File: config.mk
export PLATFORM = sky130hd
export DESIGN_NAME = fixed_latency_group
export DESIGN_NICKNAME = d
export VERILOG_FILES = /design/src/rtl/fixed_group_pkg.sv /design/src/rtl/group_timer.sv /design/src/rtl/window_guard.sv /design/src/rtl/guarded_assign.sv /design/src/rtl/fixed_latency_group.sv
export SDC_FILE = /design/constraint.sdc
export NUM_CORES = 1
export LEC_CHECK = 0
export BUFFER_PORTS_ARGS = -buffer_cell sky130_fd_sc_hd__buf_4
export CAP_MARGIN = 25
export CORE_AREA = 2 2 42 44
export DETAILED_ROUTE_END_ITERATION = 12
export DIE_AREA = 0 0 44 46
export PLACE_DENSITY = 0.71
export SLEW_MARGIN = 20
export SYNTH_ARGS = -nofsm -noshare
export SYNTH_HDL_FRONTEND = slang
export SYNTH_HIERARCHICAL = 1
export SYNTH_SLANG_ARGS = --single-unit
File: constraint.sdc
create_clock -name clk -period 1.1 [get_ports clk]
set_input_delay 0.22 -clock clk [delete_from_list [all_inputs] [get_ports clk]]
set_output_delay 0.22 -clock clk [all_outputs]
set_load 0.03 [all_outputs]
File: src/rtl/fixed_group_pkg.sv
// Package: fixed_group_pkg
// Shared constants and helpers for the fixed-latency group sequencer.
// Assumes relative cycle numbers fit in a signed int.
package fixed_group_pkg;

    // Index of each guard in the guard vector
    localparam int GUARD_OPS  = 0;  // operand and multiplier-start window
    localparam int GUARD_CAP  = 1;  // result capture window
    localparam int NUM_GUARDS = 2;

    // True when rel lies in the half-open window [lo:hi)
    function automatic logic in_window(input int rel, input int lo, input int hi);
        return (rel >= lo) && (rel < hi);
    endfunction

endpackage

File: src/rtl/group_timer.sv
// Module: group_timer
// Relative cycle counter for one fixed-length run. An idle unit accepts go,
// counts 0..LATENCY-1 while busy, then returns to idle. It ignores go while busy.
// Assumes LATENCY >= 1.
module group_timer #(
    parameter int LATENCY = 4,
    localparam int CW = (LATENCY > 1) ? $clog2(LATENCY) : 1
) (
    input  logic          clk,
    input  logic          rst_n,
    input  logic          go,
    output logic          busy,
    output logic [CW-1:0] rel
);

    localparam logic [CW-1:0] LAST = CW'(LATENCY - 1);

    // Advance the run state and the relative cycle counter
    always_ff @(posedge clk) begin
        if (!rst_n) begin
            busy <= 1'b0;
            rel  <= '0;
        end else if (!busy) begin
            busy <= go;
            rel  <= '0;
        end else if (rel == LAST) begin
            busy <= 1'b0;
            rel  <= '0;
        end else begin
            rel <= rel + 1'b1;
        end
    end

endmodule

File: src/rtl/window_guard.sv
// Module: window_guard
// Decodes one half-open window [LO:HI) of the relative counter into a guard.
// The guard is low whenever the unit is idle. Assumes 0 <= LO < HI.
module window_guard #(
    parameter int LO = 0,
    parameter int HI = 1,
    parameter int CW = 2
) (
    input  logic          busy,
    input  logic [CW-1:0] rel,
    output logic          hit
);

    // Compare the counter against the window bounds
    always_comb begin
        hit = busy && fixed_group_pkg::in_window(int'(rel), LO, HI);
    end

endmodule

File: src/rtl/guarded_assign.sv
// Module: guarded_assign
// Passes val to dout while en is high and drives zero otherwise.
// Assumes val is stable for the whole cycle in which en is high.
module guarded_assign #(
    parameter int W = 8
) (
    input  logic         en,
    input  logic [W-1:0] val,
    output logic [W-1:0] dout
);

    // Select the guarded value or zero
    always_comb begin
        dout = en ? val : '0;
    end

endmodule

File: src/rtl/fixed_latency_group.sv
// Module: fixed_latency_group
// Fixed-latency group: after an accepted go it runs exactly LATENCY cycles.
// The operands and the multiplier start are driven in window [0:MUL_LAT), and
// the multiplier result goes to the register write port at cycle LATENCY-1.
// Assumes an external multiplier whose result is valid MUL_LAT cycles after
// its inputs, and LATENCY >= MUL_LAT + 1.
module fixed_latency_group #(
    parameter int WIDTH   = 8,
    parameter int LATENCY = 4,
    parameter int MUL_LAT = 3,
    parameter int OP_A    = 6,
    parameter int OP_B    = 7,
    localparam int PW = 2 * WIDTH,
    localparam int CW = (LATENCY > 1) ? $clog2(LATENCY) : 1
) (
    input  logic          clk,
    input  logic          rst_n,
    input  logic          go,
    output logic [WIDTH-1:0] mul_a,
    output logic [WIDTH-1:0] mul_b,
    output logic          mul_go,
    input  logic [PW-1:0] mul_p,
    output logic [PW-1:0] reg_wdata,
    output logic          reg_we
);

    import fixed_group_pkg::*;

    logic          busy;
    logic [CW-1:0] rel;
    logic [NUM_GUARDS-1:0] guard;

    group_timer #(.LATENCY(LATENCY)) u_timer (
        .clk  (clk),
        .rst_n(rst_n),
        .go   (go),
        .busy (busy),
        .rel  (rel)
    );

    // One decoder per guard window
    for (genvar g = 0; g < NUM_GUARDS; g++) begin : g_guard
        localparam int LO = (g == GUARD_OPS) ? 0 : LATENCY - 1;
        localparam int HI = (g == GUARD_OPS) ? MUL_LAT : LATENCY;
        window_guard #(.LO(LO), .HI(HI), .CW(CW)) u_win (
            .busy(busy),
            .rel (rel),
            .hit (guard[g])
        );
    end

    guarded_assign #(.W(WIDTH)) u_drv_a (
        .en  (guard[GUARD_OPS]),
        .val (WIDTH'(OP_A)),
        .dout(mul_a)
    );

    guarded_assign #(.W(WIDTH)) u_drv_b (
        .en  (guard[GUARD_OPS]),
        .val (WIDTH'(OP_B)),
        .dout(mul_b)
    );

    guarded_assign #(.W(1)) u_drv_go (
        .en  (guard[GUARD_OPS]),
        .val (1'b1),
        .dout(mul_go)
    );

    guarded_assign #(.W(PW)) u_drv_wd (
        .en  (guard[GUARD_CAP]),
        .val (mul_p),
        .dout(reg_wdata)
    );

    guarded_assign #(.W(1)) u_drv_we (
        .en  (guard[GUARD_CAP]),
        .val (1'b1),
        .dout(reg_we)
    );

endmodule

== Word level (Yosys, flattened, before mapping) ==
Index checks and enable logic that the tools add are counted.
Widths: inputs -> output; s select.

* Add/subtract/negate cells: 1
* Equal/unequal tests: 1
* Reduce and logical (&&, ||, !) cells: 3
* $lt $le $gt $ge: 2
* Multipliers: 0
* Bitwise logic cells: 2
* Mux-type cells: 7
* Div/mod/pow operators: 0
* Shifts and indexed selects: 0

{| class="wikitable"
|+ Operators with widths
! kind !! number
|-
| $mux 16 || 1
|-
| $mux 3 || 2
|-
| $mux 1 || 4
|-
| $reduce_or 3->1 || 1
|-
| $add 2x1->2 const B || 1
|-
| $eq 2x2->1 const B || 1
|-
| $ge 2x2->1 const B || 1
|-
| $logic_and 1x1->1 || 2
|-
| $lt 2x2->1 const B || 1
|-
| $not 1->1 || 2
|}

* Output and inout bits: 34
* RAM bits: 0
* Flip-flop bits (word level): 3
* Memories: 0
* Memory bits (read-only): 0
* Latch bits: 0
* Word-level logic and storage cells: 18

== Logic depth before layout (Yosys ltp) ==
* Word-level depth: 3
* Mapped depth: 3
* Depth with buffers taken out: 3

== Hierarchy ==
The synthesis kept the hierarchy.

{| class="wikitable"
|+ By module, submodules not included
! module !! cells each !! sequential area each (sq um) !! instances !! area each (sq um)
|-
| group_timer || 9 || 60.1 || 1 || 133.9
|-
| guarded_assign at u_drv_wd || 17 || 0.0 || 1 || 126.4
|-
| guarded_assign at u_drv_a ... || 8 || 0.0 || 2 || 50.0
|-
| guarded_assign at u_drv_go ... || 1 || 0.0 || 2 || 6.3
|-
| window_guard at g_guard[0].u_win || 1 || 0.0 || 1 || 11.3
|-
| fixed_latency_group || 2 || 0.0 || 1 || 7.5
|-
| window_guard at g_guard[1].u_win || 1 || 0.0 || 1 || 6.3
|}

== Worst setup path after synthesis ==
OpenSTA, ideal clock, no wires.

* Kind: register to output
* Start: register u_timer.busy
* End: output mul_a[1]
* Stages on the path, launching flop included: 3
* Data required time: 0.880 ns
* Data arrival time: 1.082 ns
* Setup slack: -0.202 ns
* Cell sequence: dfxtp_1 -> a21boi_2 -> and2_1

* Cells in the longest elaborated chain, start to end: 2

{| class="wikitable"
|+ RTL lines
! item !! line !! text
|-
| start: declaration || group_timer.sv:12 || <nowiki>output logic busy,</nowiki>
|-
| start signal: assignment || group_timer.sv:24 || <nowiki>busy <= go;</nowiki>
|-
| $logic_and 1x1->1 || window_guard.sv:16 || <nowiki>hit = busy && fixed_group_pkg::in_window(int'(rel), LO, HI);</nowiki>
|-
| via guard[0] || fixed_latency_group.sv:31 || <nowiki>logic [NUM_GUARDS-1:0] guard;</nowiki>
|-
| $mux 3 || guarded_assign.sv:14 || <nowiki>dout = en ? val : '0;</nowiki>
|-
| end: declaration || fixed_latency_group.sv:19 || <nowiki>output logic [WIDTH-1:0] mul_a,</nowiki>
|}

The timed path passes the listed nets, and every way through them passes these cells.

== Worst setup path in the final report ==
* Start: register u_timer.busy
* End: output mul_b[0]

* Cells in the longest elaborated chain, start to end: 2

{| class="wikitable"
|+ RTL lines
! item !! line !! text
|-
| $logic_and 1x1->1 || window_guard.sv:16 ||
|-
| via guard[0] || fixed_latency_group.sv:31 ||
|-
| $mux 3 || guarded_assign.sv:14 ||
|-
| end: declaration || fixed_latency_group.sv:20 || <nowiki>output logic [WIDTH-1:0] mul_b,</nowiki>
|}

The timed path passes the listed nets, and every way through them passes these cells.

==> impl_metrics.env <==
export IMPL_drv_cap=0
export IMPL_synthTopCellsByArea="and2_1 (35%), and2_2 (23%), dfxtp_1 (15%), nand2b_4 (6.9%), a21boi_2 (5.7%)"
export IMPL_required_ns=0.88
export IMPL_cts_tree="done"
export IMPL_fin_nets=135
export IMPL_gp_congestion=0.719
export IMPL_ioPinCount=53
export IMPL_coreArea_um2=1610
export IMPL_vias=536
export IMPL_hold_depth=2
export IMPL_fin_crit_sh_pct=124
export IMPL_synth_edf_count=0
export IMPL_final_util_pct=63.2
export IMPL_fin_ws_ns=-0.264
export IMPL_grt_pass1_wl_um=2140
export IMPL_startpoint="u_timer/busy"
export IMPL_worstRegToRegCells=3
export IMPL_worst_hold_path_type="in2reg"
export IMPL_holdPathEnd="u_timer/busy"
export IMPL_hp_start="rst_n"
export IMPL_detail_route_antenna_nets=0
export IMPL_drt_initial_drc_count=1
export IMPL_crit_arrival_ns=1.14
export IMPL_status="finished with violations"
export IMPL_die_h_um=46
export IMPL_cp_end_kind="output port"
export IMPL_r2r_slack_ns=0.08
export IMPL_clock_latency_ns=0.23
export IMPL_synthArstFlopShare_pct=0
export IMPL_die_w_um=44
export IMPL_drc=0
export IMPL_vias_per_cell=4.09
export IMPL_grt_setup_unrepaired="true"
export IMPL_antenna_found_initial=0
export IMPL_numPlacedInstances=124
export IMPL_fillers=130
export IMPL_yosysTopAreaCell="and2_1"
export IMPL_vdd_drop_max_uv=494
export IMPL_rr_endpoint="u_timer/rel[1]"
export IMPL_cts_made_buffers=3
export IMPL_cts_buffer_depth=2
export IMPL_drt_pass1_iterations=4
export IMPL_syn_avg_cell_area_um2=8.29
export IMPL_register_area_um2=71.3
export IMPL_drive_gt1_share_pct=72.8
export IMPL_grtUsageTotal_pct=14.8
export IMPL_synth_distinct_cells=11
export IMPL_fin_cells=131
export IMPL_htree_levels=1
export IMPL_drv_slew=0
export IMPL_yosys_register_bits=3
export IMPL_powerDensity_nw_per_um2=556
export IMPL_diodes=0
export IMPL_std_cell_rows=15
export IMPL_area_growth_syn_to_layout_pct=156
export IMPL_grt_pass1_vias=502
export IMPL_wl_um=1510
export IMPL_synth_top_area_share_pct=34.6
export IMPL_path_class="reg2out"
export IMPL_violations="negative setup slack"
export IMPL_setup_viol=23
export IMPL_synth_flop_cell="dfxtp_1"
export IMPL_yosysMostFrequentCell="and2_1"
export IMPL_cts_sinks=3
export IMPL_p_leak_nw=0.530
export IMPL_start_util_pct=24.7
export IMPL_clock_skew_ns=0.000984
export IMPL_grt_max_degree=12
export IMPL_multi_input_area_um2=477
export IMPL_cp_start_kind="flop"
export IMPL_hpwl_um=1120
export IMPL_place_ws_ns=-0.0659
export IMPL_wl_per_cell_um=11.5
export IMPL_root_buffer="clkbuf_4"
export IMPL_min_period_ns=1.36
export IMPL_die_area_um2=2020
export IMPL_synth_top_cells_by_count="and2_1 (22), and2_2 (12), dfxtp_1 (3)"
export IMPL_fmax_ghz=0.733
export IMPL_reg2reg_from="u_timer/rel[0]"
export IMPL_overflow=0
export IMPL_syn_inst=48
export IMPL_finalHoldViolCount=0
export IMPL_seq_area_frac_synth_pct=15.1
export IMPL_cts_hold_buf=0
export IMPL_yosysWarnings=6
export IMPL_portBuffers=41
export IMPL_synthesis_area_um2=398
export IMPL_clk_pin_slew_worst_paths_ns=0.04
export IMPL_crit_fanout=7
layer usage:
metal  global-route usage, %  part of all wire [%]  up-vias
li1                        -                     -      266
met1                    13.4                    31      239
met2                    31.2                    57       31
met3                    3.17                    11        0
met4                    5.45                     0        0
met5                       0                     0        -
cell families after synthesis:
group / synth area share, %
other: 1.89
DFF: 15.1
buffers and inverters: 2.83
adders and majority gates: 3.14
AOI/OAI and AO/OA: 5.66
and+or+nand+nor: 71.4
critical path, cell delays in order (launching register included):
cell and delay [ns]:
dfxtp_4 0.36, a21boi_4 0.24, and2_4 0.18, buf_6 0.13
layout by cell type (no fill, tap or decap):
master    count
buf_6        23
and2_4       23
buf_4        22
conb_1       18
and2_1       11
clkbuf_4      3
and3_4        3
dfxtp_4       3
nand2b_4      2
clkbuf_1      1
a21boi_4      1
and4b_1       1
nor3b_2       1
a21boi_2      1
ha_4          1
final cells by class:
| cell class | instances | area share [%] |
|---|---|---|
| Sequential cell | 3 | 6.99 |
| Multi-Input combinational cell | 62 | 46.7 |
| Clock buffer | 4 | 2.58 |
| Tap cell | 17 | 2.09 |
| Timing Repair Buffer | 45 | 41.6 |
power breakdown:
group | leakage (nW) | switching [mW] | internal [mW]
Clock | 0.0150 | 0.0532 | 0.136
Sequential | 0.0267 | 0.00981 | 0.113
Combinational | 0.488 | 0.133 | 0.122
through the flow:
step	hold slack (ns)	instance area [um2]	power (mW)	TNS, ns
after floorplan	0.349	507	0.270	-0.0882
after global placement	0.470	847	0.358	-0.605
after detailed placement	0.477	847	0.360	-0.968
after CTS	0.229	1000	0.578	-5.43
after global routing	0.234	1020	0.607	-6.36
final	0.239	1020	0.567	-5.47
what timing repair did:
action                                  in CTS  in global routing
pin swaps                                    7                  2
endpoints found under the setup margin      23                 25
gates resized for setup                     32                  4
cloned                                       2                  0
setup buffers                                1                  0
registers in the layout, summed over array words and instances (netlist names):
signal        flops
u_timer/rel       2
u_timer/busy      1
worst max path at each step:
stage | to | cells after the start
floorplan | mul_a[1] | 2
global placement | reg_wdata[2] | 3
detailed placement | reg_wdata[2] | 3
CTS | mul_b[2] | 3
global route | mul_b[0] | 3
finish | mul_b[0] | 3
(Power assumes the default switching activity.)
